File: src/rtl/spi_regslave.sv
module spi_regslave #(
  parameter int         BANKS     = 3,
  parameter int         REGS      = 4,
  parameter logic [6:0] CFG_BASE  = 7'h53,
  parameter logic [6:0] SRST_ADDR = 7'h1A,
  parameter logic [6:0] OEN_ADDR  = 7'h1C,
  parameter logic [6:0] LOCK_ADDR = 7'h1E
) (
  input  logic                    clk,
  input  logic                    rst_n,
  input  logic                    sck,
  input  logic                    cs_n,
  input  logic                    mosi,
  output logic                    miso,
  output logic                    oe_o,
  output logic                    lock_o,
  output logic                    sw_rst_o,
  output logic [BANKS*REGS*8-1:0] cfg_o
);
  localparam int         NCFG    = BANKS * REGS;
  localparam int         CW      = (NCFG > 1) ? $clog2(NCFG) : 1;
  localparam logic [6:0] CFG_END = CFG_BASE + 7'(NCFG);
  localparam logic [4:0] FLEN    = 5'd16;
  localparam logic [4:0] FCAP    = 5'd17;

  logic [2:0]  sck_s, cs_s;
  logic [1:0]  mosi_s;
  logic [15:0] rx_sh, tx_sh;
  logic [4:0]  bitcnt;
  logic [6:0]  rep_addr;
  logic [7:0]  rep_data;
  logic [7:0]  cfg_q [NCFG];

  always_ff @(posedge clk or negedge rst_n)
    if (!rst_n) begin
      sck_s  <= 3'b000;
      cs_s   <= 3'b111;
      mosi_s <= 2'b00;
    end else begin
      sck_s  <= {sck_s[1:0], sck};
      cs_s   <= {cs_s[1:0], cs_n};
      mosi_s <= {mosi_s[0], mosi};
    end

  wire sel      = ~cs_s[1];
  wire sck_fall = sck_s[2] & ~sck_s[1];
  wire cs_fall  = cs_s[2] & ~cs_s[1];
  wire cs_rise  = ~cs_s[2] & cs_s[1];
  wire commit   = cs_rise & (bitcnt == FLEN);

  wire       wr = rx_sh[0];
  wire [6:0] a  = rx_sh[7:1];
  wire [7:0] d  = rx_sh[15:8];

  wire [6:0]    off    = a - CFG_BASE;
  wire [CW-1:0] idx    = off[CW-1:0];
  wire          is_cfg = (a >= CFG_BASE) && (a < CFG_END);
  wire          hit_sr = (a == SRST_ADDR);
  wire          hit_oe = (a == OEN_ADDR);
  wire          hit_lk = (a == LOCK_ADDR);

  wire srst_go = commit & wr & hit_sr & (d == 8'h03);
  wire cfg_go  = commit & wr & is_cfg & ~lock_o;

  wire oe_nx = (wr && hit_oe && d == 8'h02) ? 1'b1 :
               (wr && hit_oe && d == 8'h01) ? 1'b0 : oe_o;
  wire lk_nx = (wr && hit_lk && d == 8'h01) ? 1'b0 :
               (wr && hit_lk && d == 8'h02) ? 1'b1 : lock_o;

  logic [7:0] rd_nx;
  always_comb begin
    rd_nx = 8'h00;
    if (hit_oe)      rd_nx = {7'b0, oe_nx};
    else if (hit_lk) rd_nx = {7'b0, lk_nx};
    else if (is_cfg) begin
      if (!wr)         rd_nx = cfg_q[idx];
      else if (!lock_o) rd_nx = d;
    end
  end

  always_ff @(posedge clk or negedge rst_n)
    if (!rst_n) begin
      rx_sh  <= '0;
      tx_sh  <= '0;
      bitcnt <= '0;
    end else if (cs_fall) begin
      bitcnt <= '0;
      tx_sh  <= {rep_data, rep_addr, 1'b0};
    end else if (sel && sck_fall) begin
      rx_sh  <= {mosi_s[1], rx_sh[15:1]};
      tx_sh  <= {1'b0, tx_sh[15:1]};
      bitcnt <= (bitcnt == FCAP) ? FCAP : bitcnt + 5'd1;
    end

  assign miso = sel & tx_sh[0];

  always_ff @(posedge clk or negedge rst_n)
    if (!rst_n) begin
      rep_addr <= '0;
      rep_data <= '0;
    end else if (commit) begin
      rep_addr <= a;
      rep_data <= rd_nx;
    end

  always_ff @(posedge clk or negedge rst_n)
    if (!rst_n) begin
      oe_o     <= 1'b0;
      lock_o   <= 1'b1;
      sw_rst_o <= 1'b0;
      for (int i = 0; i < NCFG; i++) cfg_q[i] <= '0;
    end else begin
      sw_rst_o <= srst_go;
      if (srst_go) begin
        oe_o   <= 1'b0;
        lock_o <= 1'b1;
        for (int i = 0; i < NCFG; i++) cfg_q[i] <= '0;
      end else if (commit) begin
        oe_o   <= oe_nx;
        lock_o <= lk_nx;
        if (cfg_go) cfg_q[idx] <= d;
      end
    end

  for (genvar g = 0; g < NCFG; g++) begin : g_flat
    assign cfg_o[g*8 +: 8] = cfg_q[g];
  end
endmodule


File: config.mk
export PLATFORM = sky130hd
export DESIGN_NAME = spi_regslave
export DESIGN_NICKNAME = d
export VERILOG_FILES = /design/src/rtl/spi_regslave.sv
export SDC_FILE = /design/constraint.sdc
export NUM_CORES = 1
export LEC_CHECK = 0
export ABC_AREA = 1
export BUFFER_PORTS_ARGS = -buffer_cell sky130_fd_sc_hd__clkbuf_2
export CAP_MARGIN = 20
export CORE_MARGIN = 5
export CORE_UTILIZATION = 48
export DETAILED_ROUTE_END_ITERATION = 6
export GPL_ROUTABILITY_DRIVEN = 0
export PLACE_DENSITY = 0.71
export SKIP_CTS_REPAIR_TIMING = 1
export SLEW_MARGIN = 40
export SYNTH_ARGS = -nofsm -noshare
export SYNTH_HDL_FRONTEND = slang
export SYNTH_SLANG_ARGS = --single-unit
File: constraint.sdc
create_clock -name clk -period 2.4 [get_ports clk]
set_input_delay 0.48 -clock clk [delete_from_list [all_inputs] [get_ports clk]]
set_output_delay 0.48 -clock clk [all_outputs]
set_load 0.01 [all_outputs]
# [Word level (Yosys, flattened, before mapping)]
# Index checks and enable logic that the tools add are counted.
# Widths: inputs -> output; s select.
[classes] muxes=27 n_addsub=2 n_reduce_logical=14 eq_ne=8 order_cmp=4 bitwise=16
[op_table] operator="$mux 96" n=3
[op_table] operator="$bwmux 96" n=1
[op_table] operator="$mux 8" n=8
[op_table] operator="$bmux 8 s4" n=1
[op_table] operator="$demux 8 s4" n=1
[op_table] operator="$mux 16" n=2
[op_table] operator="$eq 7x5->1 const B" n=3
[op_table] operator="$eq 8x2->1 const B" n=2
[op_table] operator="$mux 5" n=3
[op_table] operator="$and 1x1->1" n=10
[op_table] operator="$eq 5x5->1 const B" n=2
[op_table] operator="$logic_and 1x1->1" n=9
[op_table] operator="$eq 8x1->1 const B" n=1
[op_table] operator="$mux 1" n=8
[op_table] operator="$ge 7x7->1 const B" n=1
[op_table] operator="$lt 7x7->1 const B" n=1
[op_table] operator="$reduce_bool 2->1" n=3
[op_table] operator="$add 5x1->5 const B" n=1
[op_table] operator="$ge 5x5->1 const B" n=1
[op_table] operator="$lt 5x1->1 const B" n=1
[op_table] operator="$not 1->1" n=5
[op_table] operator="$not 4->5" n=1
[op_table] operator="$reduce_and 2->1" n=2
[op_table] operator="$sub 4x2->4 const B" n=1
[totals] out_inout_bits=100 reg_bits=159 input_bits=5 elab_cells=94

# [Longest topological paths before layout]
# Gate-level depths: netlist of the first run.
[depth] depth_word=10 ltp_mapped=16

# [Least setup slack after synthesis of the first run]
# OpenSTA, ideal clock, no wires.
[synth_path] path_type="reg-to-reg" start="reg rx_sh[1]" end="reg cfg_q, in the netlist cfg_o[50]" setup_ns=0.117 path_stages_with_launch=15 arrival_time_ns=2.367 n_path_buf=3 path_slack_ns=-0.085 t_required_ns=2.283 path_cell_list="dfrtp_1 clkinv_1 clkbuf_1 clkbuf_1 ha_1 nand2_1 nor2_1 nand4_1 nor2_1 nand2_1 inv_2 buf_2 o21ai_2 nand2_1 nand2_1"
[synth_between] elab_cells_between_ends=22
[synth_lines] item="from (decl)" line="28" source="logic [15:0] rx_sh, tx_sh;"
[synth_lines] item="from (signal assigned)" line="90" source="rx_sh <= {mosi_s[1], rx_sh[15:1]};"
[synth_lines] item="$eq 7x5->1 *" line="58" source="wire hit_sr = (a == SRST_ADDR);"
[synth_lines] item="$and 1x1->1 * (2 in a row)" line="62" source="wire srst_go = commit & wr & hit_sr & (d == 8'h03);"
[synth_lines] item="named net srst_go" line="62"
[synth_lines] item="$reduce_bool 2->1 (no line)"
[synth_lines] item="$reduce_and 2->1 (no line)"
[synth_lines] item="to (signal, indexed assignment)" line="121" source="if (cfg_go) cfg_q[idx] <= d;"
[synth_lines] item="to (decl)" line="32" source="logic [7:0] cfg_q [NCFG];"
# The timed path passes the listed nets; every way through them passes the cells marked *. The select of a mux whose other input is x is not followed.
# A chain may end at the register's enable or synchronous reset.

# [Final worst setup path of the first run]
[layout_path] start="reg rx_sh[2]" end="reg rep_data[3]"
[layout_between] elab_chain_len=9 elab_cells_between_ends=14
[layout_rtl] item="$sub 4x2->4" line="55" source="wire [6:0] off = a - CFG_BASE;"
[layout_rtl] item="$not 4->5 (implied by the code)" line="76" source="if (!wr) rd_nx = cfg_q[idx];"
[layout_rtl] item="$bmux 8 s4" line="76"
[layout_rtl] item="$mux 8 (implied by the code) (2 in a row)" line="76"
[layout_rtl] item="$mux 8" line="76"
[layout_rtl] item="$mux 8" line="75" source="else if (is_cfg) begin"
[layout_rtl] item="$mux 8" line="74" source="else if (hit_lk) rd_nx = {7'b0, lk_nx};"
[layout_rtl] item="$mux 8 *" line="73" source="if (hit_oe) rd_nx = {7'b0, oe_nx};"
[layout_rtl] item="to (signal assigned)" line="103" source="rep_data <= rd_nx;"
[layout_rtl] item="to (decl)" line="31" source="logic [7:0] rep_data;"
# Every way passes the cells marked *; elsewhere a longest branch is shown, timed or not. The select of a mux whose other input is x is not followed.

==> summary.md, run 1 <==
| Metric | Value |
|---|---|
| CTS tree | done |
| Worst-case hold slack | between 0.009 and 0.01 ns |
| Width of the die | around 140 um |
| Synthesized Nets | roughly 1000 |
| Total via count after detailed routing | ~7.3k |
| Post-Syn Instances | 984 |
| Maximum vdd drop | roughly 460 uV |
| Critical Setup Path Class | flop to flop |
| Standard-cell rows | 46 |
| Via/cell ratio | between 5 and 6 |
| Total iterations of the first detailed-routing run | 5 |
| Inserted Clock Buffers | 17 |
| Antenna diode count | 0 |
| Overall overflow remaining after global route | 0 |
| Clock slew at the register clock pins of the worst setup and hold paths | 0.06 ns |
| Wire length of the first global-routing pass | roughly 36 mm |
| Largest net degree at the start of global routing | 52 |
| Share of the clock period used by the worst path | 0.936 |
| Pin slew with the least headroom to its limit | about 0.7 ns |
| Wirelength, routed | 22.8 mm |
| Number of buffer cells added on primary ports | roughly 100 |
| Initial standard-cell utilization of the core | 0.486 |
| Primary FF master, synth | dfrtp_1 |
| Outcome | finished, final reports clean |
| TritonCTS Sinks | between 150 and 200 |
| Required @ worst endpoint | about 2.8 ns |
| Number of synthesized flops with an enable pin | 0 |
| Type of element launching the critical path | flop |
| Area of combinational cells with multiple inputs | between 3000 and 4000 um2 |
| Period minus WS final | between 2 and 2.5 ns |
| Vias in the first global route | 6899 |
| Relative slew margins | 0.543 |
| Post-detailed-placement half-perimeter wirelength | roughly 16 mm |
| Cell type with the highest aggregate area in the netlist | dfrtp_1 |
| Avg Cell Area, Syn | between 7 and 8 um2 |
| Fraction of layout cells with a size suffix above 1 | 0.189 |
| Net count, final | roughly 1.1k |
| Clock insertion delay at the later pin of the skew report | about 0.43 ns |
| Total power density per cell area | 636 nW/um2 |
| Final clock skew | a little under 0.01 ns |
| Accumulated negative setup slack | 0 ns |
| Share of the core filled with cells in the final layout | 0.587 |
| Number of filler cells placed in the layout | approximately 1.4k |
| Worst setup slack after placement | ~0.18 ns |
| Kind of end point of the critical path | flop |
| Area added between synthesis and finish | 20.9% |
| Final hold viol count | 0 |
| Share of synthesized area occupied by flip-flops and latches | 0.520 |
| Final Setup Violations | 0 |
| Syn Std Cell Area | roughly 7700 um2 |
| Overall die height | ~140 um |
| Top post-synthesis cells by area | dfrtp_1, nand2_1, nand3_1 |
| Max-slew violation total from the final report | 0 |
| Maximum fanout encountered on the critical timing path | 16 |
| Global-route usage over all layers | 0.255 |
| Root Buffer | clkbuf_16 |
| Number of synthesis warnings | 0 |
| Classification of the worst-slack hold path | primary input to asynchronous set/reset pin |
| Top cells by instance count after synthesis | nand2_1, dfrtp_1, nand3_1, nor2_1, o21ai_0 |
| Average routed wire per standard cell | 17.2 um |
| Arrival time of data at the critical path endpoint | about 2.6 ns |
| Seq cells post-synth | around 160 |
| Reg area | roughly 4000 um2 |
| Total instance count after detailed placement | 1297 |
| Most common cell in the netlist | nand2_1 |
| Number of nets with antenna violations after detailed routing | 0 |
| Setup repair after global routing missed its margin | no |
| Library cells used by synthesis | 32 |
| Post-detailed-route DRC marker count | 0 |
| Deepest level of the CTS H-tree | 4 |
| Initial antenna violation count | 0 |
| Share of the synthesized area in the top cell type | 0.506 |
| Violation count after the first detailed-route iteration | between 900 and 1k |
| Maxcap violations | 0 |
| Fmax achieved | roughly 0.45 GHz |
| Fin cells | approximately 1.3k |
| Area of the die | between 15000 and 20000 um2 |
| Placeable core region | approximately 16000 um2 |
| Proportion of synthesized flip-flops having asynchronous set or reset | 1.00 |
| Smallest setup slack after layout | about 0.15 ns |
| Number of buffers on the longest clock path | 2 |
| Leakage component of the power | around 0.0051 uW |
| # IOs | between 100 and 150 |
[layout make-up]
cell class | instances | area share
Sequential cell | 159 | 0.430
Multi-Input combinational cell | 723 | 0.354
Timing Repair Buffer | 147 | 0.0993
Clock buffer | 24 | 0.0509
Tap cell | 216 | 0.0292
Inverter | 52 | 0.0211
Clock inverter | 8 | 0.0151
[worst max-delay path: stages (launching register included)]
cell,delay [ns]
dfrtp_1,0.47
inv_1,0.15
ha_1,0.32
inv_1,0.23
buf_6,0.24
o21ai_0,0.10
o22ai_1,0.24
nand2_1,0.09
nand2_1,0.09
nand2_1,0.07
nand2_1,0.06
nand2_1,0.05
nand2_1,0.06
[registers in the layout (all words and copies together) (netlist names)]
signal	flops
oe_o	1
mosi_s	2
sw_rst_o	1
cfg_o	96
cs_s	3
tx_sh	16
bitcnt	5
rep_addr	7
lock_o	1
sck_s	3
rx_sh	16
rep_data	8
[metal layers]
metal,global-route usage,part of all wire,up-vias
met1,0.361,0.44,3502
met4,0.0745,0.015,0
li1,-,-,3397
met5,0,0,-
met3,0.0651,0.088,37
met2,0.390,0.45,345
[path summary, 6_finish.rpt]
kind | start | endpoint | slack (ns) | depth (start not counted)
setup reg to reg | rx_sh[2]$_DFFE_PN0P_ | rep_data[3]$_DFFE_PN0N_ | 0.15 | 12
max in group asynchronous | rst_n | mosi_s[1]$_DFF_PN0_ | 1.72 | 2
hold / removal | rst_n | cfg_o[25]$_DFFE_PN0P_ | 0.009 | 1
setup / recovery | rx_sh[2]$_DFFE_PN0P_ | rep_data[3]$_DFFE_PN0N_ | 0.15 | 12
hold reg to reg | mosi_s[0]$_DFF_PN0_ | mosi_s[1]$_DFF_PN0_ | 0.35 | 0
min in group clk | cs_n | cs_s[0]$_DFF_PN1_ | 0.14 | 1
[per-stage QoR]
step / instance area (um2) / power, uW
after floorplan: 7660 / 2900
after global placement: 8620 / 3070
after detailed placement: 8620 / 3080
after CTS: 9240 / 5900
after global routing: 9260 / 6070
final: 9260 / 5890
[kinds of logic after synthesis]
logic type	synth area share
fa+ha+maj	0.0131
buf+inv	0.0542
flops	0.520
compound gates	0.0934
simple gates	0.316
xor+xnor	0.00343
[report_power, final]
part / switching [uW] / leakage (uW) / total [uW] / internal [uW]
clock network: 1070 / 0.000302 / 2860 / 1790
logic: 246 / 0.00264 / 306 / 59.9
registers: 16.6 / 0.00219 / 2730 / 2710
total: 1330 / 0.00513 / 5890 / 4560
[cells in the final DEF (no fill, tap or decap), types with 2 or more instances in the layout]
cell type,instances
a21oi_1,31
a22oi_1,17
buf_12,5
buf_4,36
buf_6,3
bufinv_16,4
clkbuf_1,5
clkbuf_16,17
clkbuf_2,103
clkbuf_8,2
clkinv_1,4
clkinv_2,4
dfrtp_1,155
dfstp_2,4
ha_1,8
inv_1,40
inv_2,8
nand2_1,404
nand3_1,99
nand4_1,2
nor2_1,59
nor2_2,15
nor2_4,3
nor3_1,3
o211ai_1,2
o21ai_0,49
o21ai_2,2
o21ai_4,2
o22ai_1,17
xor2_1,2
Power figures use the tool's default switching activity.
==> run 2: changes to the inputs <==
REMOVE_ABC_BUFFERS = 1   (was unset)
SLEW_MARGIN = 15   (was 40)
==> run 2 against run 1 <==
  * The flow now finishes with violations (hold timing)
  * Power grew 1.8%
  * Largest cell class unchanged
  * Setup slack gained 0.10 ns
  * Sequential share of layout area shrank 0.16 points
  * Sequential cell count is the same
  * Wire length grew 2.5%
  * Global-route usage grew 1.0 points
  * Maximum frequency grew 4.7%
  * Hold slack lost 0.022 ns
  * Register-to-register slack gained 0.10 ns
  * Highest routed layer unchanged
==> summary.md, run 2 (synthesized netlist as in run 1, its figures left out) <==
| Metric | Value |
|---|---|
| Post-layout power | 6000 uW (+1.8%) |
| Total instance count after detailed placement | 1305 (+0.62%) |
| Overall overflow remaining after global route | 0 (unchanged) |
| Antenna diode count | 0 (unchanged) |
| Total iterations of the first detailed-routing run | 5 (unchanged) |
| Maxcap violations | 0 (unchanged) |
| Classification of the worst-slack hold path | primary input to asynchronous set/reset pin |
| Clock insertion delay at the later pin of the skew report | 0.43 ns (about the same) |
| Final hold viol count | 7 (+7) |
| Total power density per cell area | 645 nW/um2 (+1.4%) |
| Accumulated negative setup slack | 0 ns (unchanged) |
| Post-detailed-placement half-perimeter wirelength | 16.3 mm (+4.1%) |
| Number of nets with antenna violations after detailed routing | 0 (unchanged) |
| Wirelength, routed | 23.4 mm (+2.5%) |
| Kind of end point of the critical path | flop |
| Area of the die | 18600 um2 (unchanged) |
| Leakage component of the power | 0.00517 uW (+0.63%) |
| Average routed wire per standard cell | 17.5 um (+1.9%) |
| Initial antenna violation count | 0 (unchanged) |
| Worst-case hold slack | -0.0127 ns (-0.0218 ns) |
| Maximum vdd drop | 482 uV (+4.7%) |
| Final clock skew | 0.00657 ns (-0.00324 ns) |
| Required @ worst endpoint | 2.77 ns (about the same) |
| Max-slew violation total from the final report | 0 (unchanged) |
| Largest net degree at the start of global routing | 48 (-7.7%) |
| Initial standard-cell utilization of the core | 0.486 (unchanged) |
| Overall die height | 136 um (unchanged) |
| Internal Pwr Total | 4640 uW (+1.8%) |
| Longest individual stage delay on the worst path | 0.43 ns (-0.04 ns) |
| Post-detailed-route DRC marker count | 0 (unchanged) |
| Critical Setup Path Class | flop to flop |
| Root Buffer | clkbuf_16 |
| Violation count after the first detailed-route iteration | 608 (-34%) |
| Number of flip-flops under the largest register name | 96 (unchanged) |
| Net switching power figure | 1350 uW (+1.9%) |
| Most common cell after layout, fill and taps aside | nand2_1 |
| Standard-cell rows | 46 (unchanged) |
| CTS tree | done |
| Number of buffer cells added on primary ports | 104 (unchanged) |
| Clk pwr share | 0.493 (+0.008) |
| Cells traversed along the worst timing path | inv_1 -> ha_1 -> nand2_1 -> nor2_1 -> nand3_1 -> buf_4 -> inv_2 -> nand4_4 -> nand2_2 -> buf_4 -> nand3_1 -> nand2_1 |
| Maximum fanout encountered on the critical timing path | 15 (-1) |
| Placeable core region | 15800 um2 (unchanged) |
| Arrival time of data at the critical path endpoint | 2.51 ns (-0.10 ns) |
| TritonCTS Sinks | 159 (unchanged) |
| Total via count after detailed routing | 7329 (+0.66%) |
| Pin slew with the least headroom to its limit | 0.474 ns (-0.210 ns) |
| Setup repair after global routing missed its margin | no |
| Number of buffers on the longest clock path | 2 (unchanged) |
| Vias in the first global route | 7227 (+4.8%) |
| Wire length of the first global-routing pass | 38.3 mm (+4.9%) |
| Type of element launching the critical path | flop |
| Violated checks | hold timing |
| Relative contribution of sequential cells to total power | 0.455 (-0.008) |
| Placed inst area | 8660 um2 (+0.38%) |
| Global-route usage over all layers | 0.265 (+0.0101) |
| Share of the core filled with cells in the final layout | 0.589 (+0.00222) |
| Switch share | 0.226 (+0.000230) |
| Proportion of power drawn by combinational gates | 0.052 (about the same) |
| Commonest cells after routing, fill and taps aside | nand2_1, dfrtp_1, clkbuf_2 |
| Final design instance area without fill | 9300 um2 (+0.38%) |
| Via/cell ratio | 5.48 (about the same) |
| Number of cells on the worst reg-to-reg path | 12 (unchanged) |
| Relative slew margins | 0.683 (+0.140) |
| Fmax achieved | 0.466 GHz (+4.7%) |
| Deepest level of the CTS H-tree | 4 (unchanged) |
| Width of the die | 136 um (unchanged) |
| CP max stage cell | dfrtp_1 |
| Share of the clock period used by the worst path | 0.893 (-0.0424) |
| # IOs | 105 (unchanged) |
| Period minus WS final | 2.14 ns (-0.102 ns) |
| Fraction of layout cells with a size suffix above 1 | 0.194 (+0.00490) |
| Setup slack of the most critical reg-to-reg path | 0.26 ns (+0.10 ns) |
| Fin cells | 1337 (+0.60%) |
| Clock slew at the register clock pins of the worst setup and hold paths | 0.06 ns (about the same) |
| Net count, final | 1121 (+0.72%) |
| Inserted Clock Buffers | 17 (unchanged) |
| Area added between synthesis and finish | 21.4% |
| Outcome | finished, violations left |
| Final Setup Violations | 0 (unchanged) |
[run 2: cell types whose count changed in the layout (fill, tap and decap cells not counted)]
cell,delta
buf_12,-2
buf_4,+12
buf_6,-2
bufinv_16,+1
clkbuf_1,-1
clkbuf_8,-1
clkinv_2,-3
clkinvlp_4,+4
nor2_1,+2
nor2_2,-2
o21ai_2,+2
o21ai_4,-2
[run 2: stage by stage]
stage / worst slack (ns) / hold slack (ns)
global route: 0.0478 / 0.00186
CTS: 0.238 / -0.0127
global placement: 0.278 / 0.335
finish: 0.256 / -0.0127
floorplan: -1.62 / 0.184
detailed placement: 0.270 / 0.335
[run 2: worst max-delay path: cells and delay by family (launching register included)]
family / cells / cell delay, ns
and+or+nand+nor: 7 / 0.85
buffers and inverters: 4 / 0.65
DFF: 1 / 0.43
adders and majority gates: 1 / 0.14
[run 2: layout make-up]
cell class | count | area [um2]
inverter | 52 | 195
tap | 216 | 270
timing repair buffer | 155 | 947
fill | 1429 | 6470
sequential | 159 | 3980
clock buffer | 22 | 454
clock inverter | 10 | 185
multi-input combinational | 723 | 3260
[run 2: path summary, 6_finish.rpt]
kind                                    endpoint                   from
min in group clk               cs_s[0]$_DFF_PN1_                   cs_n
min reg2reg                   sck_s[1]$_DFF_PN0_     sck_s[0]$_DFF_PN0_
max reg2reg                cfg_o[38]$_DFFE_PN0P_  bitcnt[0]$_DFFE_PN0P_
max                        cfg_o[38]$_DFFE_PN0P_  bitcnt[0]$_DFFE_PN0P_
min                        cfg_o[72]$_DFFE_PN0P_                  rst_n
max in group asynchronous  cfg_o[62]$_DFFE_PN0P_                  rst_n
[run 2: layer usage]
layer / vias to the layer above / share of wire / global-route usage
met1: 3509 / 0.43 / 0.366
met2: 348 / 0.46 / 0.415
met5: - / 0 / 0
met4: 0 / 0.030 / 0.0980
li1: 3413 / - / -
met3: 59 / 0.081 / 0.0551
[run 2: power by group through the flow]
stage,Sequential (uW),Clock (uW),Combinational [uW]
floorplan,2820,0,58.6
global placement,2770,0,305
detailed placement,2780,0,309
CTS,2730,2980,310
global route,2730,3100,334
finish,2730,2960,313
